<file path="src/rtl/lfosc_pkg.sv">
package lfosc_pkg;

   typedef enum logic [1:0] {
      LFM_PINS_DIO = 2'b00,
      LFM_LOW_DRV  = 2'b01,
      LFM_RSVD     = 2'b10,
      LFM_HIGH_DRV = 2'b11
   } lfm_e;

   typedef struct packed {
      logic osc_mode;
      logic low_drive;
      logic dio;
   } lf_dec_t;

endpackage

</file>
<file path="src/rtl/lfosc_mode_dec.sv">
module lfosc_mode_dec
   import lfosc_pkg::*;
#(
   parameter bit RSVD_AS_HIGH = 1'b1
) (
   input  logic [1:0] mode_cfg,
   input  logic       ext_clk_mode,
   output lf_dec_t    dec
);

   lfm_e mode;
   logic rsvd_osc;

   assign mode = lfm_e'(mode_cfg);

   generate
      if (RSVD_AS_HIGH) begin : g_rsvd_high
         assign rsvd_osc = 1'b1;
      end else begin : g_rsvd_dio
         assign rsvd_osc = 1'b0;
      end
   endgenerate

   always_comb begin
      dec = '0;
      if (!ext_clk_mode) begin
         unique case (mode)
            LFM_PINS_DIO: dec.dio = 1'b1;
            LFM_LOW_DRV: begin
               dec.osc_mode  = 1'b1;
               dec.low_drive = 1'b1;
            end
            LFM_RSVD: begin
               dec.osc_mode = rsvd_osc;
               dec.dio      = !rsvd_osc;
            end
            LFM_HIGH_DRV: dec.osc_mode = 1'b1;
            default: dec = '0;
         endcase
      end
   end

   always_comb begin
      if (ext_clk_mode) assert (dec == '0);
      assert (!(dec.dio && dec.osc_mode));
   end

endmodule

</file>
<file path="src/rtl/lfosc_demand.sv">
module lfosc_demand #(
   parameter int NREQ = 3
) (
   input  logic [NREQ-1:0] periph_req,
   input  logic            sw_enable,
   input  logic            ext_clk_mode,
   input  logic            osc_mode,
   output logic            want
);

   logic [NREQ:0] acc;

   assign acc[0] = sw_enable && !ext_clk_mode;

   generate
      for (genvar gi = 0; gi < NREQ; gi++) begin : g_or
         assign acc[gi+1] = acc[gi] | periph_req[gi];
      end
   endgenerate

   assign want = osc_mode && acc[NREQ];

endmodule

</file>
<file path="src/rtl/lfosc_startup.sv">
module lfosc_startup #(
   parameter int HI_START = 8,
   parameter int LO_START = 20
) (
   input  logic clk,
   input  logic rst_n,
   input  logic want,
   input  logic want_low,
   output logic drv_en,
   output logic low_drv,
   output logic ready
);

   localparam int CW = $clog2(LO_START + 1);
   localparam logic [CW-1:0] HI_LAST = CW'(HI_START - 1);
   localparam logic [CW-1:0] LO_LAST = CW'(LO_START - 1);

   logic          drv_q, low_q, rdy_q;
   logic [CW-1:0] cnt_q;
   logic [CW-1:0] last;

   assign last = low_q ? LO_LAST : HI_LAST;

   always_ff @(posedge clk or negedge rst_n) begin
      if (!rst_n) begin
         drv_q <= 1'b0;
         low_q <= 1'b0;
         rdy_q <= 1'b0;
         cnt_q <= '0;
      end else if (!want) begin
         drv_q <= 1'b0;
         low_q <= 1'b0;
         rdy_q <= 1'b0;
         cnt_q <= '0;
      end else if (!drv_q || (low_q != want_low)) begin
         drv_q <= 1'b1;
         low_q <= want_low;
         rdy_q <= 1'b0;
         cnt_q <= '0;
      end else if (!rdy_q) begin
         if (cnt_q == last) rdy_q <= 1'b1;
         else               cnt_q <= cnt_q + 1'b1;
      end
   end

   assign drv_en  = drv_q;
   assign low_drv = low_q;
   assign ready   = rdy_q;

   p_ready_needs_drv_r4: assert property (@(posedge clk) disable iff (!rst_n)
      rdy_q |-> drv_q);
   p_cnt_bound_r5: assert property (@(posedge clk) disable iff (!rst_n)
      cnt_q <= LO_LAST);
   p_drop_clears_r9: assert property (@(posedge clk) disable iff (!rst_n)
      !want |=> (!drv_q && !rdy_q));
   p_restart_r10: assert property (@(posedge clk) disable iff (!rst_n)
      (want && !drv_q) |=> (drv_q && !rdy_q));
   p_strength_restart_r10: assert property (@(posedge clk) disable iff (!rst_n)
      (want && drv_q && (low_q != want_low)) |=> !rdy_q);

endmodule

</file>
<file path="src/rtl/lfosc_ctrl.sv">
module lfosc_ctrl
   import lfosc_pkg::*;
#(
   parameter int NREQ         = 3,
   parameter int HI_START     = 8,
   parameter int LO_START     = 20,
   parameter bit RSVD_AS_HIGH = 1'b1
) (
   input  logic            clk,
   input  logic            rst_n,
   input  logic [1:0]      mode_cfg,
   input  logic            sw_enable,
   input  logic [NREQ-1:0] periph_req,
   input  logic            ext_clk_mode,
   input  logic            ext_clk_in,
   input  logic            osc_clk_in,
   output logic            xtal_drv_en,
   output logic            low_drive_sel,
   output logic            pin_dio_sel,
   output logic            clk_ready,
   output logic            lf_clk_out
);

   generate
      if (NREQ < 1) begin : g_bad_nreq
         $error("NREQ must be at least 1");
      end
      if (HI_START < 2) begin : g_bad_hi
         $error("HI_START must be at least 2");
      end
      if (LO_START <= HI_START) begin : g_bad_lo
         $error("LO_START must exceed HI_START");
      end
   endgenerate

   lf_dec_t dec;
   logic    want;
   logic    rdy_int;

   lfosc_mode_dec #(.RSVD_AS_HIGH(RSVD_AS_HIGH)) u_dec (
      .mode_cfg     (mode_cfg),
      .ext_clk_mode (ext_clk_mode),
      .dec          (dec)
   );

   lfosc_demand #(.NREQ(NREQ)) u_dem (
      .periph_req   (periph_req),
      .sw_enable    (sw_enable),
      .ext_clk_mode (ext_clk_mode),
      .osc_mode     (dec.osc_mode),
      .want         (want)
   );

   lfosc_startup #(.HI_START(HI_START), .LO_START(LO_START)) u_su (
      .clk      (clk),
      .rst_n    (rst_n),
      .want     (want),
      .want_low (dec.low_drive),
      .drv_en   (xtal_drv_en),
      .low_drv  (low_drive_sel),
      .ready    (rdy_int)
   );

   assign pin_dio_sel = dec.dio;
   assign clk_ready   = ext_clk_mode | rdy_int;
   assign lf_clk_out  = ext_clk_mode ? ext_clk_in : (rdy_int & osc_clk_in);

   p_req_wakes_r2: assert property (@(posedge clk) disable iff (!rst_n)
      (|periph_req && !ext_clk_mode && mode_cfg != 2'b00) |=> xtal_drv_en);
   p_sw_wakes_r3: assert property (@(posedge clk) disable iff (!rst_n)
      (sw_enable && !ext_clk_mode && mode_cfg != 2'b00) |=> xtal_drv_en);
   p_low_only_when_on_r5: assert property (@(posedge clk) disable iff (!rst_n)
      low_drive_sel |-> xtal_drv_en);
   p_dio_excl_r7: assert property (@(posedge clk) disable iff (!rst_n)
      pin_dio_sel |=> !xtal_drv_en);
   p_ext_blocks_drv_r8: assert property (@(posedge clk) disable iff (!rst_n)
      ext_clk_mode |=> !xtal_drv_en);
   p_idle_off_r9: assert property (@(posedge clk) disable iff (!rst_n)
      (!(|periph_req) && !sw_enable) |=> !xtal_drv_en);

endmodule

</file>
<file path="config.mk">
export PLATFORM = sky130hd
export DESIGN_NAME = lfosc_ctrl
export DESIGN_NICKNAME = d
export VERILOG_FILES = /design/src/rtl/lfosc_pkg.sv /design/src/rtl/lfosc_mode_dec.sv /design/src/rtl/lfosc_demand.sv /design/src/rtl/lfosc_startup.sv /design/src/rtl/lfosc_ctrl.sv
export SDC_FILE = /design/constraint.sdc
export NUM_CORES = 1
export LEC_CHECK = 0
export BUFFER_PORTS_ARGS = -buffer_cell sky130_fd_sc_hd__buf_2
export CAP_MARGIN = 10
export CORE_AREA = 4 4 41 43
export CTS_CLUSTER_SIZE = 28
export DETAILED_ROUTE_END_ITERATION = 7
export DIE_AREA = 0 0 45 47
export SETUP_SLACK_MARGIN = 0.5
export SYNTH_ARGS = -nofsm -noshare
export SYNTH_HDL_FRONTEND = slang
export SYNTH_SLANG_ARGS = --single-unit
</file>
<file path="constraint.sdc">
create_clock -name clk -period 2.2 [get_ports clk]
set_clock_uncertainty 0.15 [all_clocks]
set_input_delay 0.11 -clock clk [delete_from_list [all_inputs] [get_ports clk]]
set_output_delay 0.11 -clock clk [all_outputs]
set_load 0.03 [all_outputs]
</file>
==> metrics.md <==
| Metric | Value |
|---|---|
| Drt wl/cell | `11.8 um` |
| Cell Int Power | `0.235 mW` |
| Total grt overflow | `0` |
| Synthesized flop and latch total | `8` |
| Post-Syn Instances | `49` |
| Placed Instances | `79` |
| Final ANT Viol Nets | `0` |
| Worst path cell trace | `ha_1, or2b_2, a21oi_2, or4_4, a21oi_2` |
| Core Util, Final | `0.485` |
| Pleak | `0.278 nW` |
| Crit path max fanout | `6` |
| Slew HR | `0.758` |
| CTS max path bufs | `2` |
| Critical path startpoint category | `flop` |
| Placed instance area | `553 um^2` |
| Synth top area cells | `dfrtp_1 (44%), o21ai_0 (5.4%), a21oi_1 (3.3%), nor2_1 (3.3%), o211ai_1 (3.3%)` |
| Time the worst path needs with I/O delays and setup | `1650 ps` |
| Fillers | `129` |
| Peak per-stage delay on the critical path | `490 ps` |
| Share of the synthesized area in the top cell type | `0.436` |
| Critical Path RT | `2230 ps` |
| Post-Route WL | `1030 um` |
| Power share of the clock group | `0.357` |
| Highest Clock Rate | `0.604 GHz` |
| Core Rows | `13` |
| Die W | `45 um` |
| HPWL Detailed | `716 um` |
| Tcrit/Tclk final | `0.752` |
| RSZ-0062 raised after global routing | `yes` |
| Area Overhead vs Synth | `37.3%` |
| Synthesized cell area | `459 um^2` |
| Fin. max-slew vios | `0` |
| Comb power frac | `0.155` |
| Total GRT Usage | `0.114` |
| Critical Path Most Common Cell | `a21oi_2` |
| Synth Warn # | `0` |
| RePlAce Congestion | `0.717` |
| Post-route cell area | `631 um^2` |
| Max cap viols | `0` |
| IO buf count | `15` |
| Post-Syn Nets | `61` |
| Status | `finished, final reports clean` |
| Post-synth cell types | `27` |
| Number of synthesized flops with an enable pin | `0` |
| Setup violators final | `0` |
| CTS sink cnt | `8` |
| Largest net degree at the start of global routing | `11` |
| Die Ht | `47 um` |
| Total iterations of the first detailed-routing run | `4` |
| Top post-synthesis cells by count | `dfrtp_1 (8), o21ai_0 (5), nor2_1 (4)` |
| Root Buffer | `clkbuf_4` |
| Share of cells above drive strength 1 | `0.375` |
| Worst EP arrival | `1680 ps` |
| CTS H-tree lvls | `1` |
| Tightest Hold Check Type | `primary input to asynchronous set/reset pin` |
| DR vias/cell | `5.40` |
| Main flop type after synthesis | `dfrtp_1` |
| Psw | `0.0775 mW` |
| DIE AREA | `2120 um^2` |
| Worst vdd ir | `0.243 mV` |
| Slowest library cell on the worst path | `or4_4` |
| Worst hold margin | `77.8 ps` |
| Worst setup path class | `flop to flop` |
| Initial antenna violation count | `0` |
| Starting Density | `0.353` |
| Synthesized area per cell | `9.37 um^2` |
| Cell area power density | `496 nW/um^2` |
| Clk slew on worst S/H paths | `60 ps` |
| Dominant cell type by area after synthesis | `dfrtp_1` |
| CTS tree | `built` |
| Initial DRC Count | `9` |
| Post-synthesis sequential area ratio | `0.436` |
| Cell Count, Final, Fillers Out | `87` |
| Post-synth ARST share | `1.00` |
| Via count | `470` |
| Core ar. | `1300 um^2` |
| Clk Latency, worst-skew pair | `250 ps` |
| Nets | `86` |
| Slew of the pin with the lowest slew margin | `360 ps` |
| Io pins | `16` |
| R2R Setup Slk | `550 ps` |
| Seq pwr share | `0.489` |
| Ant diodes | `0` |
| Critical Path Sink Type | `flop` |
| Drt drc | `0` |
| CTS buffer count | `3` |
| Switching share of power | `0.248` |
| Vias in the first global route | `430` |
| First-pass GRT wire length | `1720 um` |
| Final hold viol count | `0` |
| Most frequent cell after synthesis | `dfrtp_1` |
| Setup TNS | `0 ps` |
==> cells in the final DEF, fill, tap and decap left out, types with 2 or more instances in the layout <==
cell type / n
nand3_1: 2
nor2b_1: 2
clkbuf_4: 3
dfrtp_1: 8
buf_2: 15
dlygate4sd3_1: 4
o211ai_1: 2
nand2_1: 3
o21a_1: 2
o21ai_0: 5
a21oi_1: 2
a21oi_2: 2
nor2_1: 4
==> worst max-delay path, delay by kind of cell (launching register included) <==
kind            cells  cell delay [ps]
fa+ha+maj           1              210
flops               1              400
compound gates      2              180
simple gates        2              650
==> flip-flops by register name, indices dropped and copies added (netlist names) <==
register / flops
u_su.cnt_q: 5
u_su.drv_en: 1
u_su.low_drv: 1
u_su.ready: 1
==> final timing paths <==
kind,start,to,depth (start not counted)
max in group asynchronous,rst_n,u_su.cnt_q[3]$_DFFE_PN0P_,2
worst min-delay path,rst_n,u_su.drv_en$_DFFE_PN0P_,2
worst max-delay path,u_su.cnt_q[0]$_DFFE_PN0P_,u_su.cnt_q[3]$_DFFE_PN0P_,5
worst min register to register,u_su.low_drv$_DFFE_PN0P_,u_su.cnt_q[2]$_DFFE_PN0P_,1
min in group clk,ext_clk_mode,u_su.drv_en$_DFFE_PN0P_,3
worst max register to register,u_su.cnt_q[0]$_DFFE_PN0P_,u_su.cnt_q[3]$_DFFE_PN0P_,5
==> power by group through the flow <==
stage	sequential, mW	clock [mW]	combinational [mW]
floorplan	0.159	0	0.0174
global placement	0.155	0	0.0417
finish	0.153	0.111	0.0483
detailed placement	0.155	0	0.0417
global route	0.153	0.120	0.0534
CTS	0.153	0.116	0.0467
==> stage by stage <==
stage | setup WS (ps) | power, mW
6_report | 545 | 0.312
5_1_grt | 482 | 0.327
4_1_cts | 537 | 0.316
3_5_place_dp | 554 | 0.197
3_3_place_gp | 580 | 0.197
2_1_floorplan | 590 | 0.177
==> cells by family after synthesis <==
logic type / count (synthesis) / share of synthesized area
fa+ha+maj: 1 / 0.0272
simple gates: 24 / 0.319
flops: 8 / 0.436
compound gates: 15 / 0.199
xor+xnor: 1 / 0.0191
==> layer usage <==
metal,track usage,vias to the layer above,part of all wire
met1,0.143,218,0.44
li1,-,228,-
met5,0,-,0
met2,0.172,22,0.47
met3,0.0230,2,0.085
met4,0.0877,0,0.0097
==> final cells by class <==
type	instances	area, um^2	area share
flip-flops and latches	8	200	0.317
well taps	15	18.8	0.0298
repair buffers	20	123	0.194
clock buffers	3	22.5	0.0357
multi-input cells	41	267	0.423
==> repair_timing <==
item / in CTS / in global routing
hold buffers: 4 / 0
resized for setup: 0 / 2
setup endpoints to repair: 0 / 2
setup buffers: 0 / 1
hold endpoints to repair: 10 / 0
Power figures use the tool's default switching activity.
